===== src/rtl/spi_clkgen_pkg.sv =====
package spi_clkgen_pkg;

  // Which half of a bit period the generator is in.
  typedef enum logic {
    HALF_SETUP = 1'b0,
    HALF_HOLD  = 1'b1
  } half_e;

endpackage


===== src/rtl/spi_clkgen_rstsync.sv =====
module spi_clkgen_rstsync #(
  parameter int STAGES = 2
) (
  input  logic clk,
  input  logic rst_n,
  output logic rst_n_sync
);

  logic [STAGES-1:0] sync_q;

  always_ff @(posedge clk or negedge rst_n) begin
    if (!rst_n) begin
      sync_q <= '0;
    end else begin
      sync_q <= {sync_q[STAGES-2:0], 1'b1};
    end
  end

  assign rst_n_sync = sync_q[STAGES-1];

endmodule


===== src/rtl/spi_clkgen_halfcnt.sv =====
module spi_clkgen_halfcnt
  import spi_clkgen_pkg::*;
#(
  parameter int PW = 9
) (
  input  logic          clk,
  input  logic          rst_n,
  input  logic          load,
  input  logic          run,
  input  logic [PW-1:0] period,
  output logic          in_hold,
  output logic          first_setup,
  output logic          first_hold,
  output logic          bit_end
);

  logic [PW-1:0] period_q, period_d;
  logic [PW-1:0] cnt_q, cnt_d;
  half_e         half_q, half_d;

  logic [PW:0]   ld_sum;
  logic [PW-1:0] ld_setup_len;
  logic [PW:0]   cur_sum;
  logic [PW-1:0] cur_setup_len;
  logic [PW-1:0] cur_hold_len;

  // Odd periods round the setup half up and the hold half down.
  always_comb begin
    ld_sum        = {1'b0, period} + {{PW{1'b0}}, 1'b1};
    ld_setup_len  = ld_sum[PW:1];
    cur_sum       = {1'b0, period_q} + {{PW{1'b0}}, 1'b1};
    cur_setup_len = cur_sum[PW:1];
    cur_hold_len  = {1'b0, period_q[PW-1:1]};
  end

  always_comb begin
    period_d = period_q;
    cnt_d    = cnt_q;
    half_d   = half_q;
    if (load) begin
      period_d = period;
      cnt_d    = ld_setup_len - PW'(1);
      half_d   = HALF_SETUP;
    end else if (run) begin
      if (cnt_q == '0) begin
        if (half_q == HALF_SETUP) begin
          half_d = HALF_HOLD;
          cnt_d  = cur_hold_len - PW'(1);
        end
      end else begin
        cnt_d = cnt_q - PW'(1);
      end
    end
  end

  always_ff @(posedge clk or negedge rst_n) begin
    if (!rst_n) begin
      period_q <= PW'(2);
      cnt_q    <= '0;
      half_q   <= HALF_SETUP;
    end else begin
      if (load) begin
        period_q <= period_d;
      end
      if (load || run) begin
        cnt_q  <= cnt_d;
        half_q <= half_d;
      end
    end
  end

  assign in_hold     = (half_q == HALF_HOLD);
  assign first_setup = run && (half_q == HALF_SETUP) && (cnt_q == cur_setup_len - PW'(1));
  assign first_hold  = run && (half_q == HALF_HOLD) && (cnt_q == cur_hold_len - PW'(1));
  assign bit_end     = run && (half_q == HALF_HOLD) && (cnt_q == '0);

endmodule


===== src/rtl/spi_clkgen_bitcnt.sv =====
module spi_clkgen_bitcnt #(
  parameter int LW = 6
) (
  input  logic          clk,
  input  logic          rst_n,
  input  logic          load,
  input  logic          dec,
  input  logic [LW-1:0] wr_len,
  input  logic [LW-1:0] rd_len,
  output logic          in_read,
  output logic          last_bit,
  output logic          next_is_write
);

  logic [LW-1:0] wr_left_q, wr_left_d;
  logic [LW-1:0] rd_left_q, rd_left_d;

  always_comb begin
    wr_left_d = wr_left_q;
    rd_left_d = rd_left_q;
    if (load) begin
      wr_left_d = wr_len;
      rd_left_d = rd_len;
    end else if (dec) begin
      if (wr_left_q != '0) begin
        wr_left_d = wr_left_q - LW'(1);
      end else if (rd_left_q != '0) begin
        rd_left_d = rd_left_q - LW'(1);
      end
    end
  end

  always_ff @(posedge clk or negedge rst_n) begin
    if (!rst_n) begin
      wr_left_q <= '0;
      rd_left_q <= '0;
    end else if (load || dec) begin
      wr_left_q <= wr_left_d;
      rd_left_q <= rd_left_d;
    end
  end

  assign in_read       = (wr_left_q == '0);
  assign last_bit      = ((wr_left_q == LW'(1)) && (rd_left_q == '0)) ||
                         ((wr_left_q == '0) && (rd_left_q == LW'(1)));
  assign next_is_write = (wr_left_q > LW'(1));

endmodule


===== src/rtl/spi_clkgen.sv =====
module spi_clkgen
  import spi_clkgen_pkg::*;
#(
  parameter int DIV_W = 8,
  parameter int LEN_W = 6
) (
  input  logic             clk,
  input  logic             rst_n,
  input  logic [DIV_W-1:0] wdiv_m2,
  input  logic [DIV_W-1:0] rdiv_m2,
  input  logic             clk_pol,
  input  logic             clk_pha,
  input  logic [LEN_W-1:0] wr_bits,
  input  logic [LEN_W-1:0] rd_bits,
  input  logic             start,
  output logic             sclk,
  output logic             launch,
  output logic             sample,
  output logic             phase_rd,
  output logic             done,
  output logic             busy
);

  localparam int PW = DIV_W + 1;

  logic rst_n_int;

  spi_clkgen_rstsync #(.STAGES(2)) u_rstsync (
    .clk        (clk),
    .rst_n      (rst_n),
    .rst_n_sync (rst_n_int)
  );

  // Captured settings
  logic [DIV_W-1:0] wdiv_q, rdiv_q;
  logic             lead_q;
  logic             active_q, active_d;
  logic             zdone_q, zdone_d;

  // Sub-block wiring
  logic          hc_load, hc_hold, hc_first_setup, hc_first_hold, hc_bit_end;
  logic [PW-1:0] hc_period;
  logic          bc_load, bc_dec, bc_in_read, bc_last, bc_next_wr;

  logic          xfer_end, accept, zero_len, begin_x, next_bit;
  logic [PW-1:0] new_wr_period, new_rd_period, cur_wr_period, cur_rd_period;

  always_comb begin
    new_wr_period = {1'b0, wdiv_m2} + PW'(2);
    new_rd_period = {1'b0, rdiv_m2} + PW'(2);
    cur_wr_period = {1'b0, wdiv_q} + PW'(2);
    cur_rd_period = {1'b0, rdiv_q} + PW'(2);

    xfer_end = active_q && hc_bit_end && bc_last;
    accept   = start && (!active_q || xfer_end);
    zero_len = (wr_bits == '0) && (rd_bits == '0);
    begin_x  = accept && !zero_len;
    next_bit = active_q && hc_bit_end && !bc_last;

    hc_load = begin_x || next_bit;
    if (begin_x) begin
      hc_period = (wr_bits != '0) ? new_wr_period : new_rd_period;
    end else begin
      hc_period = bc_next_wr ? cur_wr_period : cur_rd_period;
    end

    bc_load = begin_x;
    bc_dec  = active_q && hc_bit_end && !begin_x;

    active_d = active_q;
    if (accept) begin
      active_d = !zero_len;
    end else if (xfer_end) begin
      active_d = 1'b0;
    end
    zdone_d = accept && zero_len;
  end

  always_ff @(posedge clk or negedge rst_n_int) begin
    if (!rst_n_int) begin
      active_q <= 1'b0;
      zdone_q  <= 1'b0;
    end else begin
      active_q <= active_d;
      zdone_q  <= zdone_d;
    end
  end

  always_ff @(posedge clk or negedge rst_n_int) begin
    if (!rst_n_int) begin
      wdiv_q <= '0;
      rdiv_q <= '0;
      lead_q <= 1'b0;
    end else if (begin_x) begin
      wdiv_q <= wdiv_m2;
      rdiv_q <= rdiv_m2;
      lead_q <= clk_pol ^ clk_pha;
    end
  end

  spi_clkgen_halfcnt #(.PW(PW)) u_halfcnt (
    .clk         (clk),
    .rst_n       (rst_n_int),
    .load        (hc_load),
    .run         (active_q),
    .period      (hc_period),
    .in_hold     (hc_hold),
    .first_setup (hc_first_setup),
    .first_hold  (hc_first_hold),
    .bit_end     (hc_bit_end)
  );

  spi_clkgen_bitcnt #(.LW(LEN_W)) u_bitcnt (
    .clk           (clk),
    .rst_n         (rst_n_int),
    .load          (bc_load),
    .dec           (bc_dec),
    .wr_len        (wr_bits),
    .rd_len        (rd_bits),
    .in_read       (bc_in_read),
    .last_bit      (bc_last),
    .next_is_write (bc_next_wr)
  );

  assign sclk     = active_q ? (hc_hold ? ~lead_q : lead_q) : clk_pol;
  assign launch   = hc_first_setup;
  assign sample   = hc_first_hold;
  assign phase_rd = active_q && bc_in_read;
  assign done     = xfer_end || zdone_q;
  assign busy     = active_q;

endmodule


===== config.mk =====
export PLATFORM = sky130hd
export DESIGN_NAME = spi_clkgen
export DESIGN_NICKNAME = d
export VERILOG_FILES = /design/src/rtl/spi_clkgen_pkg.sv /design/src/rtl/spi_clkgen_rstsync.sv /design/src/rtl/spi_clkgen_halfcnt.sv /design/src/rtl/spi_clkgen_bitcnt.sv /design/src/rtl/spi_clkgen.sv
export SDC_FILE = /design/constraint.sdc
export NUM_CORES = 1
export LEC_CHECK = 0
export ABC_AREA = 1
export BUFFER_PORTS_ARGS = -buffer_cell sky130_fd_sc_hd__clkbuf_2
export CAP_MARGIN = 25
export CORE_MARGIN = 8
export CORE_UTILIZATION = 45
export DETAILED_ROUTE_END_ITERATION = 16
export PLACE_DENSITY = 0.74
export SETUP_SLACK_MARGIN = 0.05
export SYNTH_ARGS = -nofsm -noshare
export SYNTH_HDL_FRONTEND = slang
export SYNTH_SLANG_ARGS = --single-unit

===== constraint.sdc =====
create_clock -name clk -period 4.4 [get_ports clk]
set_input_delay 1.32 -clock clk [delete_from_list [all_inputs] [get_ports clk]]
set_output_delay 1.32 -clock clk [all_outputs]
set_load 0.01 [all_outputs]

# After elaboration in Yosys (flattened, before gate mapping)
# Cells that the tools add are included.
dict set report word_totals {
  in_bits 33
  ff_bits 52
  word_cells 98
}
dict set report op_classes {
  addsub 12
  n_mux 21
  n_bitwise 3
  n_reduce_logical 44
  n_lt_le_gt_ge 1
  n_eq_ne 6
}
# operator n
set op_table {}
lappend op_table {{$mux 9} 7}
lappend op_table {{$mux 6} 7}
lappend op_table {{$add 8x2->9 const B} 4}
lappend op_table {{$sub 9x1->9 const B} 3}
lappend op_table {{$logic_not 6->1} 4}
lappend op_table {{$add 9x1->10 const B} 2}
lappend op_table {{$eq 9x9->1} 2}
lappend op_table {{$reduce_bool 6->1} 3}
lappend op_table {{$logic_and 1x1->1} 16}
lappend op_table {{$eq 6x1->1 const B} 2}
lappend op_table {{$reduce_bool 2->1} 6}
lappend op_table {{$sub 6x1->6 const B} 2}
lappend op_table {{$logic_not 9->1} 1}
lappend op_table {{$reduce_and 3->1} 3}
lappend op_table {{$sub 8x1->9 const B} 1}
lappend op_table {{$mux 1} 7}
lappend op_table {{$gt 6x1->1 const B} 1}
lappend op_table {{$logic_or 1x1->1} 6}
lappend op_table {{$logic_not 1->1} 4}
lappend op_table {{$reduce_and 4->1} 1}
lappend op_table {{$ne 3x2->1 const B} 1}
lappend op_table {{$ne 2x1->1 const B} 1}
lappend op_table {{$not 1->1} 2}
lappend op_table {{$xor 1x1->1} 1}

# Depth between registers and ports, before layout
# Gate-level depths: netlist of the first run.
dict set report logic_depth {
  word_depth 11
  mapped_depth 27
  ltp_nobuf 26
}

# Cells and area by module
# A second synthesis of the first run with hierarchy kept.
dict set report unflattened {
  cells_unflattened 724
  hier_area_um2 4578.1
}
# module area_per_inst_um2 cells_per_inst n_inst seq_area_each_um2
set by_module_without_submodules {}
lappend by_module_without_submodules {spi_clkgen_halfcnt 2218.4 374 1 476.7}
lappend by_module_without_submodules {spi_clkgen 1385.1 210 1 475.5}
lappend by_module_without_submodules {spi_clkgen_bitcnt 920.9 137 1 300.3}
lappend by_module_without_submodules {spi_clkgen_rstsync 53.8 3 1 50.0}

# Least setup slack after synthesis of the first run
# Ideal clock, no wire load.
dict set report synth_timing {
  path_type {input port to flip-flop}
  startpoint {input wr_bits[2]}
  endpoint {register u_halfcnt.cnt_q[7]}
  path_slack_ps 813
  t_arrival_ps 3458
  path_stages 18
  setup_time_ps 129
  n_path_buf 1
  required_time_ps 4271
  path_cell_list {nor2_1 nand3_1 clkbuf_1 o21ai_1 nand4_4 nand2_4 ha_1 inv_1 nand3_2 nand2_2 nor2_4 nand3_4 a21oi_1 nand2_1 nor2_1 nand3_1 nand3_1 a21oi_2}
}
dict set report synth_between {
  elab_chain_len 8
  elab_cells_between_ends 15
  classes_between {add/sub: 2; eq/ne: 1; mux: 3; reduce/logical: 9}
}
# element line_no
set synth_lines {}
lappend synth_lines {{start, declared} spi_clkgen.sv:13} ;# input logic [LEN_W-1:0] wr_bits,
lappend synth_lines {{$logic_not 6->1} spi_clkgen.sv:56} ;# zero_len = (wr_bits == '0) && (rd_bits == '0);
lappend synth_lines {{$logic_and 1x1->1} spi_clkgen.sv:56}
lappend synth_lines {{$logic_not 1->1} spi_clkgen.sv:57} ;# begin_x = accept && !zero_len;
lappend synth_lines {{$logic_and 1x1->1} spi_clkgen.sv:57}
lappend synth_lines {{$mux 9} spi_clkgen.sv:61} ;# if (begin_x) begin
lappend synth_lines {{$add 9x1->10} spi_clkgen_halfcnt.sv:29} ;# ld_sum = {1'b0, period} + {{PW{1'b0}}, 1'b1};
lappend synth_lines {{$sub 9x1->9} spi_clkgen_halfcnt.sv:42} ;# cnt_d = ld_setup_len - PW'(1);
lappend synth_lines {{$mux 9} spi_clkgen_halfcnt.sv:40} ;# if (load) begin
lappend synth_lines {{end signal, assigned} spi_clkgen_halfcnt.sv:66} ;# cnt_q <= cnt_d;
lappend synth_lines {{end, declared} spi_clkgen_halfcnt.sv:18} ;# logic [PW-1:0] cnt_q, cnt_d;
# Several ways; a longest one is shown, not always the timed one.
# A chain may end at the register's enable or synchronous reset.

# Worst setup path after layout of the first run
dict set report layout_timing {
  startpoint {register u_halfcnt.period_q[1]}
  endpoint {output sample}
}
dict set report layout_between {
  elab_chain_len 3
}
# element line_no
set layout_lines {}
lappend layout_lines {{start, declared} spi_clkgen_halfcnt.sv:17} ;# logic [PW-1:0] period_q, period_d;
lappend layout_lines {{start signal, assigned} spi_clkgen_halfcnt.sv:63} ;# period_q <= period_d;
lappend layout_lines {{$sub 8x1->9} spi_clkgen_halfcnt.sv:74} ;# assign first_hold = run && (half_q == HALF_HOLD) && (cnt_q == cur_hold_len - PW'(1));
lappend layout_lines {{$eq 9x9->1} spi_clkgen_halfcnt.sv:74}
lappend layout_lines {{$logic_and 1x1->1} spi_clkgen_halfcnt.sv:74}
lappend layout_lines {{end, declared} spi_clkgen.sv:18} ;# output logic sample,
# Every way passes these cells.

==> summary by stage, run 1 <==
Clock network
Clock-pin slew was measured on the worst setup and hold paths at 0.11 ns. The post-cts sizing count is 0. After clock tree synthesis, the flow added hold-fix buffers numbering 0. The number of buffers created by CTS is 5. In this run the number of H-tree levels came out at 2. The later pin in the worst-skew pair is clocked with a latency of 0.31 ns.

The sink count of the clock tree is 52. The clock tree root buffer cell is sky130_fd_sc_hd__clkbuf_8. TritonCTS built the clock tree.

In this run the deepest clock path goes through 2 buffers. After clock tree synthesis, the setup repair step added 0 buffers.

Global route
The number of global-route vias before repair came to 4207. Global routing used 17.3% of the available tracks across all layers. The first global-routing pass estimated 19000 um of wire. The pin count of the biggest net entering global routing is 51. The number of antenna violations at the first check in global routing is 0. The sum of overflow across all layers after global routing is 0.

Route
The DRC violations left is 0. The number of vias after detailed routing is 4193. The initial detailed-routing violation count is 267. The detail route stage leaves a number of antenna-violating nets equal to 0. In the routed layout, each cell is associated on average with a via count of 5.23. The first-pass iteration count of the detailed router is 5. The final routed wirelength across all metal layers is 10800 um.

The average wire per standard cell is 13.5 um.

Place
Port buffering added 38 buffers. The half-perimeter wire length after detailed placement is 8610 um. The post-place setup slack is 0.482 ns. The routability congestion estimate is 0.899. After detailed placement, the total cell area comes to 4770 um2.

Final layout
Once layout is complete, the utilization of the core stands at 50.4%. The number of fill cells in the layout is 961. The area used by multi-input combinational logic is 2720 um2. The design area is 4880 um2. Compared with the post-synthesis result, the final layout area differs by 9.58%. The repair_antennas step left the layout with diodes totalling 0. In the final design database the tool counted 717 nets. The sequential cell area in the final layout is 1300 um2. The share of final-layout standard cells stronger than drive strength 1 is 17.8%.

STA
Across all setup checks in the final design, the least slack found is 0.355 ns. The worst-margin pin slew is 0.710 ns. Setup violations remaining at the end of the flow were counted as 0. The number of pins exceeding their max-slew limit in the final report is 0.

The total count of hold-check failures in the final report is 0. Headroom to the max-slew limit came out at 52.6%. For the final database, setup skew stands at 0.0184 ns. Setup repair after global routing left no endpoint under its margin. The upper clock frequency limit is 247 MHz. The routed design could run at a clock period as short as 4.04 ns. Summed over all failing endpoints, the final setup total negative slack is 0 ns. The final critical path takes up 91.9% of the cycle. Across all hold checks on the routed design, the worst slack comes to 0.350 ns.

Worst setup path
The critical path required time is 3.08 ns. The origin of the worst setup path is u_halfcnt.period_q[1]. The setup check on the worst reg-to-reg path leaves a slack of 0.96 ns. Walking the worst path, the cells encountered are inv_1, ha_1, inv_1, o21ai_0, a2111o_1, a2111oi_2, o2111ai_1, nor4_1, clkbuf_2. The kind of cell with the highest combined delay along the critical path is compound AO/OA/AOI/OAI gates.

The cell repeated most along the worst path is sky130_fd_sc_hd__inv_1. Data arrives at the worst endpoint at 2.72 ns. The largest stage delay on the critical path is 0.60 ns. On the critical path, the stage with the largest delay is an instance of sky130_fd_sc_hd__dfstp_2. The origin of the critical flop-to-flop path is u_bitcnt.wr_left_q[0]. The category of the worst setup path capture point is an output port.

The critical path launch point type is a flop. The category of the most critical setup path is flop to output port. Along the worst path, the maximum fanout reaches 5. The buffering stage count on the worst path with inverters included is 3.

Synthesis
The share of the Yosys chip area taken by registers is 29.2%. Of the post-synthesis cell area, the part taken by muxes is 0.225%. The number of flops mapped to enable cells by yosys is 0. The average cell area after synthesis is 7.01 um2.

The dominant combinational cell family by area after synthesis is simple AND/OR/NAND/NOR gates. The compound-cell area share of the yosys netlist is 13.2%. The number of nets in the synthesized netlist is 684. The number of warning messages in the yosys log is 0. Synthesis produced 635 cells. The share of the synthesized netlist area taken by xor and xnor gates is 7.67%. In the synthesized netlist the dominant register cell turns out to be sky130_fd_sc_hd__dfrtp_1. The post-synthesis cell type count is 48. Of the total synthesized cell area, the portion taken by AND, OR, NAND and NOR gates is 34.8%. The proportion of register bits with asynchronous set or reset after synthesis is 100%. Summing every instance area after synthesis gives 4450 um2.

Of the total synthesized cell area, the portion taken by full adders, half adders and majority gates is 4.49%. Counting flops and latches in the post-synthesis netlist gives 52.

Die
The die area is 13300 um2. In this run the count of I/O pins placed on the die edge is 39. In this run the horizontal extent of the chip is 115 um.

The effective utilization at floorplan is 46.0%. The core area is 9680 um2. The vertical die dimension is 115 um.

The initialized floorplan defines 36 standard-cell rows.

Power
The ratio of total power to cell area is 166 nW/um2. The total leakage power is 2.41 nW. The worst ir drop on vdd is 0.000138 V.

Min path
The path class of the lowest-slack min-delay path is flop to async pin.

Outcome
The run finished with clean final reports.

Flow run
Max-cap violations in this run came to 0.
## worst register-to-register path: stages (launching register included)
cell and delay, ns:
sky130_fd_sc_hd__dfrtp_1 0.44, sky130_fd_sc_hd__inv_1 0.15, sky130_fd_sc_hd__ha_1 0.22, sky130_fd_sc_hd__inv_1 0.07, sky130_fd_sc_hd__a21oi_2 0.58, sky130_fd_sc_hd__nand2_1 0.09
sky130_fd_sc_hd__o21ai_0 0.15, sky130_fd_sc_hd__inv_1 0.07, sky130_fd_sc_hd__nand2_1 0.08, sky130_fd_sc_hd__nand2_2 0.09, sky130_fd_sc_hd__ha_1 0.24, sky130_fd_sc_hd__inv_1 0.08
sky130_fd_sc_hd__nand3_2 0.09, sky130_fd_sc_hd__nand2_2 0.13, sky130_fd_sc_hd__nand2_1 0.07, sky130_fd_sc_hd__nand2_2 0.10, sky130_fd_sc_hd__nand2_1 0.08, sky130_fd_sc_hd__a21oi_1 0.15
sky130_fd_sc_hd__nand2_1 0.07, sky130_fd_sc_hd__nor2_1 0.13, sky130_fd_sc_hd__nand3_1 0.09, sky130_fd_sc_hd__nand3_1 0.11, sky130_fd_sc_hd__a21oi_2 0.05
## cell type report
type | count | area share [%]
multi-input cells | 468 | 55.6
flip-flops and latches | 52 | 26.7
inverters | 95 | 7.31
repair buffers | 46 | 5.13
well taps | 133 | 3.41
clock buffers | 6 | 1.49
clock inverters | 2 | 0.333
## path summary, 6_finish.rpt
check                      depth (start not counted)                  end
hold reg to reg                                    1            wdiv_q[3]
min in group clk                                   0  u_rstsync.sync_q[1]
max in group asynchronous                          1  u_rstsync.sync_q[1]
hold / removal                                     1            wdiv_q[3]
setup / recovery                                   9               sample
setup reg to reg                                  22   u_halfcnt.cnt_q[7]
## routing by layer
metal	vias up	wire length, um	global-route usage, %
met3	21	545	2.29
met2	102	5170	30.3
li1	2106	-	-
met5	-	0	0
met1	1964	4880	21.4
met4	0	244	5.69
## per-stage QoR
stage                     power (mW)  std cells
after floorplan                0.506        635
after global placement         0.529        794
after detailed placement       0.529        794
after CTS                      0.814        802
after global routing           0.839        802
final                          0.809        802
## placed cells by master (no fill, tap or decap), types with 5 or more instances in the layout
cell / instances
sky130_fd_sc_hd__nor2_1: 58
sky130_fd_sc_hd__o211ai_1: 7
sky130_fd_sc_hd__o311ai_0: 6
sky130_fd_sc_hd__nand3_2: 8
sky130_fd_sc_hd__o21ai_1: 5
sky130_fd_sc_hd__inv_2: 7
sky130_fd_sc_hd__inv_1: 88
sky130_fd_sc_hd__nand2_2: 20
sky130_fd_sc_hd__nand2_1: 154
sky130_fd_sc_hd__dfrtp_1: 50
sky130_fd_sc_hd__buf_4: 8
sky130_fd_sc_hd__ha_1: 16
sky130_fd_sc_hd__nor3_1: 7
sky130_fd_sc_hd__nand4_1: 9
sky130_fd_sc_hd__nor2_4: 5
sky130_fd_sc_hd__a21oi_1: 7
sky130_fd_sc_hd__clkbuf_2: 38
sky130_fd_sc_hd__xnor2_1: 8
sky130_fd_sc_hd__xor2_1: 31
sky130_fd_sc_hd__nand3_1: 29
sky130_fd_sc_hd__o21ai_0: 50
sky130_fd_sc_hd__clkbuf_8: 5
sky130_fd_sc_hd__nor2_2: 5
## flip-flops by register name (all words and copies together) (netlist names)
| signal | cells |
|---|---|
| u_halfcnt.cnt_q | 9 |
| u_halfcnt.period_q | 9 |
| rdiv_q | 8 |
| wdiv_q | 8 |
| u_bitcnt.rd_left_q | 6 |
| u_bitcnt.wr_left_q | 6 |
| u_rstsync.sync_q | 2 |
| busy | 1 |
| lead_q | 1 |
| u_halfcnt.in_hold | 1 |
| zdone_q | 1 |
## synthesized netlist by cell type (2+ instances only)
master	instances	area share, %
sky130_fd_sc_hd__a2111oi_0	2	0.39
sky130_fd_sc_hd__a211oi_1	2	0.34
sky130_fd_sc_hd__a21oi_1	7	0.79
sky130_fd_sc_hd__a21oi_2	3	0.59
sky130_fd_sc_hd__a221oi_1	3	0.59
sky130_fd_sc_hd__a22oi_1	4	0.67
sky130_fd_sc_hd__buf_2	6	0.67
sky130_fd_sc_hd__buf_6	2	0.51
sky130_fd_sc_hd__clkbuf_1	11	0.93
sky130_fd_sc_hd__dfrtp_1	51	29
sky130_fd_sc_hd__ha_1	16	4.5
sky130_fd_sc_hd__inv_1	88	7.4
sky130_fd_sc_hd__inv_2	7	0.59
sky130_fd_sc_hd__nand2_1	154	13
sky130_fd_sc_hd__nand2_2	20	2.8
sky130_fd_sc_hd__nand2_4	3	0.76
sky130_fd_sc_hd__nand3_1	29	3.3
sky130_fd_sc_hd__nand3_2	8	1.8
sky130_fd_sc_hd__nand3_4	3	1.2
sky130_fd_sc_hd__nand4_1	9	1.3
sky130_fd_sc_hd__nand4_2	2	0.56
sky130_fd_sc_hd__nand4_4	2	0.96
sky130_fd_sc_hd__nor2_1	59	5.0
sky130_fd_sc_hd__nor2_2	4	0.56
sky130_fd_sc_hd__nor2_4	5	1.3
sky130_fd_sc_hd__nor3_1	8	0.90
sky130_fd_sc_hd__nor4_1	5	0.70
sky130_fd_sc_hd__o211ai_1	7	1.2
sky130_fd_sc_hd__o21ai_0	50	5.6
sky130_fd_sc_hd__o21ai_1	5	0.56
sky130_fd_sc_hd__o311ai_0	6	1.2
sky130_fd_sc_hd__xnor2_1	8	1.6
sky130_fd_sc_hd__xor2_1	31	6.1
## power by group
part           switching [mW]  internal [mW]  leakage, nW  total [mW]
sequential           0.000213          0.479        0.610       0.479
combinational          0.0260         0.0147         1.76      0.0407
clock                   0.175          0.115       0.0418       0.290
## kinds of logic (layout without fill, tap and decap cells)
| kind of cell | after synthesis | after routing |
|---|---|---|
| muxes | 1 | 1 |
| other | 1 | 1 |
| adders and majority gates | 16 | 16 |
| DFF | 52 | 52 |
| and+or+nand+nor | 315 | 315 |
| xor gates and xnor gates | 39 | 39 |
| buffers and inverters | 115 | 149 |
| AOI/OAI and AO/OA | 96 | 96 |
(Power assumes the default switching activity.)
==> run 2, diff against run 1 <==
CORE_UTILIZATION = 50   (was 45)
PLACE_DENSITY = 0.8   (was 0.74)
==> summary by stage, run 2 (synthesis results as in run 1) <==
Outcome
The run finished with clean final reports.

Clock network
The maximum level of the CTS H-tree is 2. TritonCTS built the clock tree. The sink count of the clock tree is 52.

The clock tree root buffer cell is sky130_fd_sc_hd__clkbuf_8. The number of buffers created by CTS is 5. At the later pin of the worst-skew pair, clock insertion delay measures 0.32 ns. The post-CTS clock slew at the launch and capture registers of the worst setup and hold paths is 0.10 ns.

Counting along the longest clock path gives a buffer depth of 2. The number of buffers inserted by hold repair at cts is 0.

Final layout
The share of final-layout standard cells stronger than drive strength 1 is 17.5%. The number of antenna diodes is 0. The library cells used most frequently in the layout, excluding fill and tap cells, are 154 x sky130_fd_sc_hd__nand2_1, 88 x sky130_fd_sc_hd__inv_1, 59 x sky130_fd_sc_hd__nor2_1, 50 x sky130_fd_sc_hd__o21ai_0, 50 x sky130_fd_sc_hd__dfrtp_1. In the final layout, flip-flops and latches occupy 1300 um2. The largest registers in the layout are u_halfcnt.cnt_q x9, u_halfcnt.period_q x9. The final layout contains 716 nets. The area overhead of the layout relative to synthesis is 8.71%. Leaving out fill and tap cells, the most frequent cell in the layout is sky130_fd_sc_hd__nand2_1. In the final layout, the multi-input gates occupy 2710 um2. The number of fill cells in the layout is 839.

The design area is 4840 um2.

STA
After routing, the total negative slack on setup checks comes to 0 ns. For this run, the top clock speed supported by timing is 242 MHz. Clock skew on the completed layout was measured at 0.0139 ns.

Setup violations remaining at the end of the flow were counted as 0. Setup repair after global routing could not meet its margin everywhere. The total count of hold-check failures in the final report is 0. The clock period minus final worst setup slack is 4.12 ns. The worst-margin pin slew is 0.695 ns. Headroom to the max-slew limit came out at 53.7%.

The number of pins exceeding their max-slew limit in the final report is 0. After layout, the worst path uses 93.7% of the clock period.

Route
In the final routed layout, each cell accounts on average for 13.8 um. The detail route stage leaves a number of antenna-violating nets equal to 0. The number of vias after detailed routing is 4098.

The first detailed-routing pass ran for 5 iterations. The initial detailed-routing violation count is 167. In the routed design, unresolved DRC markers number 0. The post-detailed-route via-to-cell ratio is 5.28. Wires add up to 10700 um.

Die
The vertical die dimension is 110 um. The core region is 8680 um2. The floorplan step set the die width to 110 um.

In this run the core area contains 34 standard-cell rows. The floorplan step defined a die boundary enclosing 12200 um2. The effective utilization at floorplan is 51.3%. For this design the top-level I/O count stands at 39.

Worst setup path
The signal on the critical path passes through ha_1, nand2_1, nor2_1, inv_1, nor2_1, nor2_1, nor3_2, xnor2_1, or2_2, nand3_1, nor4_2, clkbuf_2. The category of the worst setup path capture point is an output port. By instance count, the cell type seen most on the critical path is sky130_fd_sc_hd__nor2_1. For the worst setup path, the data arrival time is 2.80 ns. The critical path required time is 3.08 ns. The category of the most critical setup path is flop to output port. The critical-path cell with the highest stage delay is sky130_fd_sc_hd__dfstp_2.

The critical path launch point type is a flop. The peak fanout along the critical path is 5. Setup slack on the worst reg-to-reg path comes out at 0.77 ns.

The largest stage delay on the critical path is 0.60 ns.

Flow run
Across the run, the number of max-cap violations was 0.

Power
The ratio of total power to cell area is 171 nW/um2. The completed layout was analyzed and its total power is 0.827 mW. The total leakage power is 2.42 nW. The fraction of power spent switching nets is 24.7%.

The portion of total power attributed to combinational logic is 4.8%. In this run, flip-flops and latches consume 57.9% of the power. The share of total power in the clock network is 37.3%.

For this design the total switching power over the nets is 0.204 mW. The worst ir drop on vdd is 0.000130 V. The internal portion of the total power is 0.623 mW.

Place
The number of port buffers is 38. Detailed placement finished with a half-perimeter wire length of 8370 um. Routability-driven placement finished with a final weighted congestion of 0.971.

Summing all placed instances gives a cell area of 4730 um2.

Global route
The pin count of the biggest net entering global routing is 51. The number of global-route vias before repair is 4074. The overall routing resource usage is 18.9%. The number of antenna violations at the first check in global routing is 0. The first global-routing pass estimated 18700 um of wire.

The sum of overflow across all layers after global routing is 0.

Min path
In this run the worst hold path is classified as flop to flop.
==> run 2: cell types whose count changed in the layout (fill, tap and decap cells not counted), sizes merged <==
cell and change:
clkinv +1, buf -1, clkinvlp -1
==> run 2: final cells by class <==
class                           instances  area share [%]
Multi-Input combinational cell        468            55.9
Sequential cell                        52            26.9
Inverter                               95            7.36
Timing Repair Buffer                   45            5.01
Tap cell                              108            2.79
Clock buffer                            6            1.71
Clock inverter                          2           0.284
==> run 2: path summary, 6_finish.rpt <==
path | start | to | cells past startpoint
setup / recovery | u_halfcnt.period_q[1] | launch | 12
hold / removal | u_rstsync.sync_q[0] | u_rstsync.sync_q[1] | 0
setup reg to reg | u_halfcnt.cnt_q[0] | u_halfcnt.cnt_q[1] | 18
hold reg to reg | u_rstsync.sync_q[0] | u_rstsync.sync_q[1] | 0
max in group asynchronous | rst_n | u_rstsync.sync_q[1] | 1
min in group asynchronous | u_rstsync.sync_q[1] | wdiv_q[0] | 1
==> run 2: worst max-delay path, delay by kind of cell (launching register included) <==
kind	cells	cell delay [ns]
simple gates	8	1.25
flops	1	0.60
buf+inv	2	0.27
fa+ha+maj	1	0.20
xor+xnor	1	0.18
==> run 2: timing repair <==
| action | in CTS | in global routing |
|---|---|---|
| endpoints found under the hold margin | 0 | 0 |
| setup buffers | 0 | 0 |
| setup endpoints to repair | 0 | 2 |
| gates resized for setup | 0 | 4 |
==> run 2: per-stage QoR <==
step	instances	hold WS [ns]	util, %	worst slack (ns)
finish	776	0.366	55.8	0.276
detailed placement	768	0.344	54.5	0.453
global placement	768	0.339	54.5	0.523
CTS	776	0.368	55.6	0.0852
floorplan	635	0.331	-	0.813
global route	776	0.384	55.8	0.0404
==> run 2: power groups by stage <==
stage | Clock (mW) | Combinational (mW) | Sequential [mW]
floorplan | 0 | 0.0111 | 0.495
global placement | 0 | 0.0395 | 0.488
detailed placement | 0 | 0.0404 | 0.488
CTS | 0.315 | 0.0406 | 0.479
global route | 0.330 | 0.0454 | 0.479
finish | 0.309 | 0.0396 | 0.479
==> run 2: routing by layer <==
metal / global-route usage (%) / vias to the layer above / share of wire (%)
met1: 24.2 / 1876 / 45
met5: 0 / - / 0
met3: 2.33 / 18 / 4.7
li1: - / 2104 / -
met4: 5.90 / 0 / 1.7
met2: 32.5 / 100 / 49
